### src/rtl/uart_irq_pkg.sv
package uart_irq_pkg;

    localparam int NSTAT = 8;
    localparam int NEVT  = 6;

    // Status register image, bit 7 down to bit 0
    typedef struct packed {
        logic ovr;
        logic frm;
        logic par;
        logic txf;
        logic txh;
        logic txe;
        logic rxh;
        logic rxf;
    } ustat_t;

    // Per-character error tag kept beside the receive data
    typedef struct packed {
        logic par;
        logic frm;
    } tag_t;

    // Event-flag bank slot indices
    localparam int EV_RXF = 0;
    localparam int EV_RXH = 1;
    localparam int EV_TXE = 2;
    localparam int EV_TXH = 3;
    localparam int EV_TXF = 4;
    localparam int EV_OVR = 5;

    localparam logic [NSTAT-1:0] ERR_MASK = 8'b1110_0000;
    localparam logic [NSTAT-1:0] LVL_MASK = 8'b0000_1111;
    localparam logic [NSTAT-1:0] TXF_MASK = 8'b0001_0000;

    localparam logic [7:0] OFS_IEN  = 8'h10;
    localparam logic [7:0] OFS_STAT = 8'h14;

    function automatic logic masked_any(
        input logic [NSTAT-1:0] s,
        input logic [NSTAT-1:0] e,
        input logic [NSTAT-1:0] m
    );
        return |(s & e & m);
    endfunction

endpackage

### src/rtl/uart_evt_flags.sv
module uart_evt_flags #(
    parameter int N = 6
) (
    input  logic         clk,
    input  logic         rst,
    input  logic [N-1:0] set,
    input  logic [N-1:0] clr,
    output logic [N-1:0] q
);

    for (genvar i = 0; i < N; i++) begin : g_flag
        always_ff @(posedge clk) begin
            if (rst)
                q[i] <= 1'b0;
            else if (set[i])
                q[i] <= 1'b1;
            else if (clr[i])
                q[i] <= 1'b0;
        end

        a_r4_set_wins: assert property (@(posedge clk) disable iff (rst)
            set[i] |=> q[i]);
    end

endmodule

### src/rtl/uart_err_tag_fifo.sv
module uart_err_tag_fifo
    import uart_irq_pkg::*;
#(
    parameter int DEPTH = 4
) (
    input  logic clk,
    input  logic rst,
    input  logic push,
    input  tag_t push_tag,
    input  logic pop,
    output tag_t head_tag,
    output logic head_valid
);

    localparam int PTR_W = (DEPTH > 1) ? $clog2(DEPTH) : 1;
    localparam int CNT_W = $clog2(DEPTH + 1);
    localparam logic [PTR_W-1:0] LAST  = PTR_W'(DEPTH - 1);
    localparam logic [CNT_W-1:0] FULLC = CNT_W'(DEPTH);

    tag_t             mem [DEPTH];
    logic [PTR_W-1:0] wr_ptr, rd_ptr;
    logic [CNT_W-1:0] cnt;
    logic             do_pop, do_push;

    function automatic logic [PTR_W-1:0] bump(input logic [PTR_W-1:0] p);
        return (p == LAST) ? '0 : p + 1'b1;
    endfunction

    assign do_pop  = pop && (cnt != '0);
    assign do_push = push && ((cnt != FULLC) || do_pop);

    always_ff @(posedge clk) begin
        if (rst) begin
            wr_ptr <= '0;
            rd_ptr <= '0;
            cnt    <= '0;
        end else begin
            if (do_push) wr_ptr <= bump(wr_ptr);
            if (do_pop)  rd_ptr <= bump(rd_ptr);
            case ({do_push, do_pop})
                2'b10:   cnt <= cnt + 1'b1;
                2'b01:   cnt <= cnt - 1'b1;
                default: cnt <= cnt;
            endcase
        end
    end

    always_ff @(posedge clk) begin
        if (do_push) mem[wr_ptr] <= push_tag;
    end

    assign head_valid = (cnt != '0);
    assign head_tag   = head_valid ? mem[rd_ptr] : '0;

    a_r8_cnt_bound: assert property (@(posedge clk) disable iff (rst)
        cnt <= FULLC);
    a_r8_drop_full: assert property (@(posedge clk) disable iff (rst)
        (cnt == FULLC && push && !pop) |=> (cnt == FULLC));

endmodule

### src/rtl/uart_irq_regs.sv
module uart_irq_regs
    import uart_irq_pkg::*;
#(
    parameter int ADDR_W = 8,
    parameter int DATA_W = 32
) (
    input  logic              clk,
    input  logic              rst,
    input  logic              sel,
    input  logic              en,
    input  logic              wr,
    input  logic [ADDR_W-1:0] addr,
    input  logic [DATA_W-1:0] wdata,
    input  logic [NSTAT-1:0]  status,
    output logic [NSTAT-1:0]  ien,
    output logic [DATA_W-1:0] rdata
);

    localparam logic [ADDR_W-1:0] A_IEN  = ADDR_W'(OFS_IEN);
    localparam logic [ADDR_W-1:0] A_STAT = ADDR_W'(OFS_STAT);

    logic ien_we, stat_we;
    logic unused_wdata_hi;

    assign ien_we  = sel && en && wr && (addr == A_IEN);
    assign stat_we = sel && en && wr && (addr == A_STAT);
    assign unused_wdata_hi = ^wdata[DATA_W-1:NSTAT];

    always_ff @(posedge clk) begin
        if (rst)
            ien <= '0;
        else if (ien_we)
            ien <= wdata[NSTAT-1:0];
    end

    always_comb begin
        rdata = '0;
        if (sel && !wr) begin
            if (addr == A_IEN)
                rdata[NSTAT-1:0] = ien;
            else if (addr == A_STAT)
                rdata[NSTAT-1:0] = status;
        end
    end

    a_r3_stat_write_keeps_ien: assert property (@(posedge clk) disable iff (rst)
        stat_we |=> $stable(ien));

endmodule

### src/rtl/uart_irq_tree.sv
module uart_irq_tree
    import uart_irq_pkg::*;
(
    input  logic             clk,
    input  logic             rst,
    input  logic [NSTAT-1:0] status,
    input  logic [NSTAT-1:0] ien,
    output logic             err_irq,
    output logic             irq
);

    logic err_d, lvl_d;

    assign err_d = masked_any(status, ien, ERR_MASK);
    assign lvl_d = masked_any(status, ien, LVL_MASK);

    always_ff @(posedge clk) begin
        if (rst) begin
            err_irq <= 1'b0;
            irq     <= 1'b0;
        end else begin
            err_irq <= err_d;
            irq     <= err_d | lvl_d;
        end
    end

    a_r10_err_in_irq: assert property (@(posedge clk) disable iff (rst)
        err_irq |-> irq);

endmodule

### src/rtl/uart_status_irq.sv
module uart_status_irq
    import uart_irq_pkg::*;
#(
    parameter int TAG_DEPTH = 4,
    parameter int ADDR_W    = 8,
    parameter int DATA_W    = 32
) (
    input  logic              clk,
    input  logic              rst,
    input  logic              tx_wr,
    input  logic              tx_sent,
    input  logic              tx_empty_set,
    input  logic              tx_half_set,
    input  logic              tx_full_set,
    input  logic              rx_push,
    input  logic              rx_par,
    input  logic              rx_frm,
    input  logic              rx_rd,
    input  logic              rx_full_set,
    input  logic              rx_half_set,
    input  logic              rx_ovr_set,
    input  logic              psel,
    input  logic              penable,
    input  logic              pwrite,
    input  logic [ADDR_W-1:0] paddr,
    input  logic [DATA_W-1:0] pwdata,
    output logic [DATA_W-1:0] prdata,
    output logic              err_irq,
    output logic              irq
);

    logic [NEVT-1:0]  ev_set, ev_clr, ev_q;
    tag_t             push_tag, head_tag;
    logic             head_valid;
    ustat_t           st;
    logic [NSTAT-1:0] stat_vec, ien;

    always_comb begin
        ev_set = '0;
        ev_clr = '0;
        ev_set[EV_RXF] = rx_full_set;
        ev_set[EV_RXH] = rx_half_set;
        ev_set[EV_TXE] = tx_empty_set;
        ev_set[EV_TXH] = tx_half_set;
        ev_set[EV_TXF] = tx_full_set;
        ev_set[EV_OVR] = rx_ovr_set;
        ev_clr[EV_RXF] = rx_rd;
        ev_clr[EV_RXH] = rx_rd;
        ev_clr[EV_TXE] = tx_wr;
        ev_clr[EV_TXH] = tx_wr;
        ev_clr[EV_TXF] = tx_sent;
        ev_clr[EV_OVR] = rx_rd;
    end

    uart_evt_flags #(.N(NEVT)) u_flags (
        .clk (clk),
        .rst (rst),
        .set (ev_set),
        .clr (ev_clr),
        .q   (ev_q)
    );

    assign push_tag.par = rx_par;
    assign push_tag.frm = rx_frm;

    uart_err_tag_fifo #(.DEPTH(TAG_DEPTH)) u_tags (
        .clk        (clk),
        .rst        (rst),
        .push       (rx_push),
        .push_tag   (push_tag),
        .pop        (rx_rd),
        .head_tag   (head_tag),
        .head_valid (head_valid)
    );

    always_comb begin
        st.rxf = ev_q[EV_RXF];
        st.rxh = ev_q[EV_RXH];
        st.txe = ev_q[EV_TXE];
        st.txh = ev_q[EV_TXH];
        st.txf = ev_q[EV_TXF];
        st.ovr = ev_q[EV_OVR];
        st.par = head_valid & head_tag.par;
        st.frm = head_valid & head_tag.frm;
    end

    assign stat_vec = st;

    uart_irq_regs #(.ADDR_W(ADDR_W), .DATA_W(DATA_W)) u_regs (
        .clk    (clk),
        .rst    (rst),
        .sel    (psel),
        .en     (penable),
        .wr     (pwrite),
        .addr   (paddr),
        .wdata  (pwdata),
        .status (stat_vec),
        .ien    (ien),
        .rdata  (prdata)
    );

    uart_irq_tree u_tree (
        .clk     (clk),
        .rst     (rst),
        .status  (stat_vec),
        .ien     (ien),
        .err_irq (err_irq),
        .irq     (irq)
    );

    a_r5_tx_wr_clears: assert property (@(posedge clk) disable iff (rst)
        (tx_wr && !tx_empty_set && !tx_half_set) |=> (!st.txe && !st.txh));
    a_r6_sent_clears: assert property (@(posedge clk) disable iff (rst)
        (tx_sent && !tx_full_set) |=> !st.txf);
    a_r7_rd_clears: assert property (@(posedge clk) disable iff (rst)
        (rx_rd && !rx_full_set && !rx_ovr_set) |=> (!st.rxf && !st.ovr));
    a_r11_txf_silent: assert property (@(posedge clk) disable iff (rst)
        ((stat_vec & ien & ~TXF_MASK) == '0) |=> !irq);

endmodule

### config.mk
export PLATFORM = sky130hd
export DESIGN_NAME = uart_status_irq
export DESIGN_NICKNAME = d
export VERILOG_FILES = /design/src/rtl/uart_irq_pkg.sv /design/src/rtl/uart_evt_flags.sv /design/src/rtl/uart_err_tag_fifo.sv /design/src/rtl/uart_irq_regs.sv /design/src/rtl/uart_irq_tree.sv /design/src/rtl/uart_status_irq.sv
export SDC_FILE = /design/constraint.sdc
export NUM_CORES = 1
export LEC_CHECK = 0
export ABC_CLOCK_PERIOD_IN_PS = 3400
export BUFFER_PORTS_ARGS = -buffer_cell sky130_fd_sc_hd__buf_2
export CAP_MARGIN = 20
export CORE_ASPECT_RATIO = 0.7
export CORE_MARGIN = 5
export CORE_UTILIZATION = 48
export CTS_CLUSTER_SIZE = 10
export DETAILED_ROUTE_END_ITERATION = 7
export GPL_TIMING_DRIVEN = 0
export PLACE_DENSITY = 0.85
export SYNTH_ARGS = -nofsm -noshare
export SYNTH_HDL_FRONTEND = slang
export SYNTH_SLANG_ARGS = --single-unit
### constraint.sdc
create_clock -name clk -period 3.4 [get_ports clk]
set_input_delay 0.68 -clock clk [delete_from_list [all_inputs] [get_ports clk]]
set_output_delay 0.68 -clock clk [all_outputs]
set_load 0.01 [all_outputs]
Word level (Yosys, flattened, before mapping)
Memories as Yosys holds them, arrays and structs flattened. A register that Yosys moved wholly into a read port is not among the register bits.
Cells that the tools add are included.
{"block": "op_classes", "addsub": 4, "eq_ne": 7, "mux": 20, "bitwise": 4, "n_reduce_logical": 18}
{"op": "$mux W8", "count": 3}
{"op": "$eq A8 B5 Y1 const B", "count": 2}
{"op": "$reduce_bool A2 Y1", "count": 7}
{"op": "$mux W1", "count": 11}
{"op": "$mux W2", "count": 5}
{"op": "$and A8 B8 Y8", "count": 1}
{"op": "$eq A2 B2 Y1 const B", "count": 3}
{"op": "$logic_and A1 B1 Y1", "count": 6}
{"op": "$pmux W3 S2", "count": 1}
{"op": "$add A2 B1 Y2 const B", "count": 2}
{"op": "$reduce_or A4 Y1", "count": 1}
{"op": "$add A3 B1 Y3 const B", "count": 1}
{"op": "$ne A3 B3 Y1 const B", "count": 1}
{"op": "$reduce_bool A3 Y1", "count": 1}
{"op": "$reduce_or A3 Y1", "count": 1}
{"op": "$sub A3 B1 Y3 const B", "count": 1}
{"op": "$and A1 B1 Y1", "count": 2}
{"op": "$eq A2 B1 Y1 const B", "count": 1}
{"op": "$logic_not A1 Y1", "count": 1}
{"op": "$logic_or A1 B1 Y1", "count": 1}
{"op": "$or A1 B1 Y1", "count": 1}
{"block": "totals", "reg_bits": 23, "ram_bits": 8, "in_bits": 57, "output_inout_bits": 34, "memories": 1}
{"name": "u_tags.mem", "words": 4, "width": 2, "rd": 1, "rd_ports_with_merged_regs": 1, "write_ports": 1, "line": "uart_err_tag_fifo.sv:20", "text": "tag_t mem [DEPTH];"}

Depth between registers and ports, before layout
{"block": "logic_depth", "depth_word": 6, "ltp_mapped": 8, "ltp_nobuf": 8}

Modules after synthesis
From an unflattened synthesis, not the netlist that was laid out.
{"block": "unflattened", "hier_cells": 191, "hier_area_um2": 1934.4}
{"module": "uart_err_tag_fifo", "instances": 1, "cells_per_inst": 77, "area_per_inst_um2": 878.3, "seq_area_each_um2": 420.4}
{"module": "uart_irq_regs", "instances": 1, "cells_per_inst": 81, "area_per_inst_um2": 713.2, "seq_area_each_um2": 160.2}
{"module": "uart_evt_flags", "instances": 1, "cells_per_inst": 24, "area_per_inst_um2": 255.2, "seq_area_each_um2": 120.1}
{"module": "uart_irq_tree", "instances": 1, "cells_per_inst": 7, "area_per_inst_um2": 75.1, "seq_area_each_um2": 40.0}
{"module": "uart_status_irq", "instances": 1, "cells_per_inst": 2, "area_per_inst_um2": 12.5, "seq_area_each_um2": 0.0}

Least setup slack after synthesis
No wires, ideal clock.
{"block": "synth_path", "path_type": "input to output", "startpoint": "input port paddr[7]", "endpoint": "output port prdata[5]", "t_arrival_ns": 1.571, "t_required_ns": 2.720, "slack_ns": 1.149, "stages": 5, "n_path_buf": 1, "path_cell_list": "nor4_4 > and4b_1 > buf_4 > a32oi_1 > nor2_1"}
{"block": "synth_via", "elab_chain_cells": 4, "word_cells_on_any_way": 5}
{"item": "from (decl)", "line": "uart_status_irq.sv:25", "text": "input logic [ADDR_W-1:0] paddr,"}
{"item": "$eq A8 B5 Y1"}
{"item": "$mux W8", "line": "uart_irq_regs.sv:41", "text": "else if (addr == A_STAT)"}
{"item": "$mux W8 *", "line": "uart_irq_regs.sv:39", "text": "if (addr == A_IEN)"}
{"item": "$mux W8 *", "line": "uart_irq_regs.sv:38", "text": "if (sel && !wr) begin"}
{"item": "to (decl)", "line": "uart_status_irq.sv:27", "text": "output logic [DATA_W-1:0] prdata,"}
Every way passes the cells marked *; elsewhere a longest branch is shown, timed or not.

Final worst setup path
{"block": "layout_path", "startpoint": "input port paddr[7]", "endpoint": "output port prdata[6]"}
Same word-level chain as after synthesis.

==> metrics.md <==
| Metric | Value |
|---|---|
| Status | `complete, no violations` |
| # clock sinks | `33` |
| Effective utilization at floorplan | `0.491` |
| CTS buffer count | `5` |
| Final wirelength | `approximately 3500 um` |
| Critical R2R Capture | `u_tags.cnt[2]$_SDFFE_PP0P_` |
| Power after layout | `a little over 1 mW` |
| Clock skew | `around 5.3 ps` |
| Seq/Total Area, Yosys | `0.435` |
| Synthesized cell area | `roughly 1700 sq um` |
| R2r worst-path depth | `8` |
| Clock root buffer | `clkbuf_8` |
| Final min period | `roughly 2500 ps` |
| Critical path type | `in2out` |
| #FFs+latches synth | `33` |
| Critical-path cell list | `buf_2, nor4_4, and4b_1, buf_4, a32oi_1, nor2_1, buf_2` |
| Detail Placement HPWL | `~2800 um` |
| Fin. max-slew vios | `0` |
| Hold buffer count at CTS | `0` |
| GRT Util Overall | `0.146` |
| FFs w/ async S/R, synth | `0` |
| Synth area leader | `dfxtp_1` |
| Post-cts resize count | `0` |
| MaxCap Viol Count | `0` |
| Number of post-CTS setup repair buffers | `0` |
| Clk slew on worst S/H paths | `about 60 ps` |
| Final worst slack | `851 ps` |
| Syn Inst Count | `roughly 180` |
| Total I/O pin count | `between 90 and 100` |
| Hold Path Origin | `u_tags.rd_ptr[1]$_SDFFE_PP0P_` |
| Mean cell area of the mapped netlist | `9.51 sq um` |
| Startpoint types | `input pin` |
| Largest stage delay on the critical path | `roughly 310 ps` |
| Core Area | `around 3500 sq um` |
| Top_reg_cell synth | `dfxtp_1` |
| Die ar. | `a little under 5000 sq um` |
| CTS H-tree depth | `2` |
| WL/cell | `approximately 11 um` |
| Worst-path fanout max | `8` |
| Row count | `18` |
| Clock latency on the worst-skew pair | `~280 ps` |
| Hold_ws | `about 500 ps` |
| Pre-Repair DR Iteration Count | `4` |
| CTS tree | `done` |
| Post-Place Setup Slack | `~850 ps` |
| P_leak | `roughly 1.1 nW` |
| CTS max path bufs | `2` |
| Area contributors post-synth | `dfxtp_1, edfxtp_1, buf_4, mux2i_1, nor2_1` |
| Reg-to-Reg Start | `u_tags.cnt[0]$_SDFFE_PP0P_` |
| Flop2flop setup slack | `roughly 1100 ps` |
| Initial DRC count | `45` |
| Post-Route Utilization | `0.625` |
| Number of flops mapped to enable cells by yosys | `8` |
| Die width | `just over 80 um` |
| Initial antenna violation count | `0` |
| Routed wl met2 | `roughly 1600 um` |
| Slowest CP cell | `nor4_4` |
| GRT overflow | `0` |
| Max Freq | `0.392 GHz` |
| WP buf/inv | `3` |
| Layout cells sized above 1 | `0.310` |
| Final net count | `between 300 and 400` |
| Crit-path most repeated cell | `buf_2` |
| Vias after detailed routing | `1,351` |
| Required time worst endpoint | `2720 ps` |
| Post-route DRC | `0` |
| Distinct cells, synth | `34` |
| Placer Congestion | `just under 0.8` |
| Global-route wire length before repair | `between 5000 and 6000 um` |
| RSZ-0062 raised after global routing | `false` |
| Post-DRT Antenna Nets | `0` |
| Hold Crit Class | `reg2reg` |
| Met1 wire length | `between 1500 and 2000 um` |
| Number of global-route vias before repair | `between 1k and 1.5k` |
| Pwr dens | `between 400 and 500 nW/um^2` |
| Worst VDD drop | `0.331 mV` |
| Largest net degree at the start of global routing | `11` |
| Ys Warns | `0` |
| Top Family by Delay on Critical Path | `simple AND/OR/NAND/NOR gates` |
| ANT cells | `0` |
| Final hold violation count | `0` |
| Hold path depth | `2` |
| Final setup violation count | `0` |
| TNS Setup | `0 ps` |
| Top Layer Used | `met4` |
| Crit path capture type | `output pin` |
| Arrival time at the worst endpoint | `about 1900 ps` |
| Met3 wire len | `approximately 260 um` |
| Port bufs | `between 40 and 50` |
| Final Cycle Share | `0.750` |
| Synth-to-layout area growth | `27.3%` |
| Die Y-Extent | `59.8 um` |
| Via density | `4.47` |
| Area share of the largest cell type after synthesis | `0.294` |
## where the power goes
group	switching, mW	leakage, nW	internal [mW]	total (mW)
combinational	0.116	0.760	0.0977	0.214
sequential	0.0283	0.278	0.440	0.469
clock	0.134	0.0528	0.216	0.350
total	0.279	1.09	0.754	1.03
## through the flow
step	area, sq um	instances
detailed placement	2060	294
global route	2170	302
CTS	2170	302
finish	2170	302
global placement	2060	294
floorplan	1790	202
## synth_stat cells (2+ instances only)
cell type and n:
nor2_1 26, buf_4 25, dfxtp_1 25, mux2i_1 15, a21oi_1 11, nand2_1 10, inv_1 9, edfxtp_1 8
a22oi_1 7, ha_1 6, and2_1 4, or3_1 4, clkbuf_1 3, o21ai_0 3, a32oi_1 2, and3_1 2
nand2b_1 2
## cell usage in the layout (no fill, tap or decap), drive strengths merged, types with 2 or more instances in the layout
cell	instances
ha	6
nand2	10
conb	24
edfxtp	8
a21oi	11
buf	69
nand2b	2
dfxtp	25
nor2	26
and3	2
o21ai	3
and2	4
clkbuf	10
a32oi	2
or3	4
mux2i	15
a22oi	7
inv	9
## cell type report
type	instances	area [sq um]
repair buffers	42	210
well taps	50	62.6
plain buffers	31	213
multi-input cells	129	802
fillers	298	1300
clock buffers	6	72.6
clock inverters	2	33.8
flip-flops and latches	33	741
inverters	9	33.8
## worst reg2reg max path, cell delays in order, from the launching register on
cell	delay, ps
dfxtp_1	360
or3_1	480
nand2_1	180
inv_1	70
ha_1	220
fa_1	390
xnor2_1	140
or3_1	300
a21oi_1	130
## state kept, by name, summed over array words and instances, names as in the netlist, named ones only
| signal | flops |
|---|---|
| u_tags.rd_ptr | 2 |
| u_regs.ien | 8 |
| u_tree.irq | 1 |
| u_tags.cnt | 3 |
| u_tags.mem | 8 |
| u_tree.err_irq | 1 |
| u_flags.q | 6 |
| u_tags.wr_ptr | 2 |
## metal layers
metal,track usage,vias up
li1,-,704
met1,0.185,604
met2,0.233,38
met3,0.0512,5
met4,0.0506,0
met5,0,-
## how the worst max path moves through the flow
stage,startpoint,end,slack [ps],depth (start not counted)
after floorplan,paddr[7],prdata[5],1150,5
after global placement,paddr[7],prdata[6],870,7
after detailed placement,paddr[7],prdata[6],850,7
after CTS,paddr[7],prdata[6],850,7
after global routing,paddr[7],prdata[6],710,7
final,paddr[7],prdata[6],850,7
## kinds of logic (layout without fill, tap and decap cells)
family | after synthesis | in the layout | synth area share
buf+inv | 40 | 90 | 0.145
other cells | 1 | 24 | 0.00220
fa+ha+maj | 7 | 7 | 0.0558
flops | 33 | 33 | 0.435
mux | 15 | 15 | 0.0882
simple gates | 54 | 54 | 0.160
xor+xnor | 2 | 2 | 0.0103
compound gates | 27 | 27 | 0.104
(Power assumes the default switching activity.)
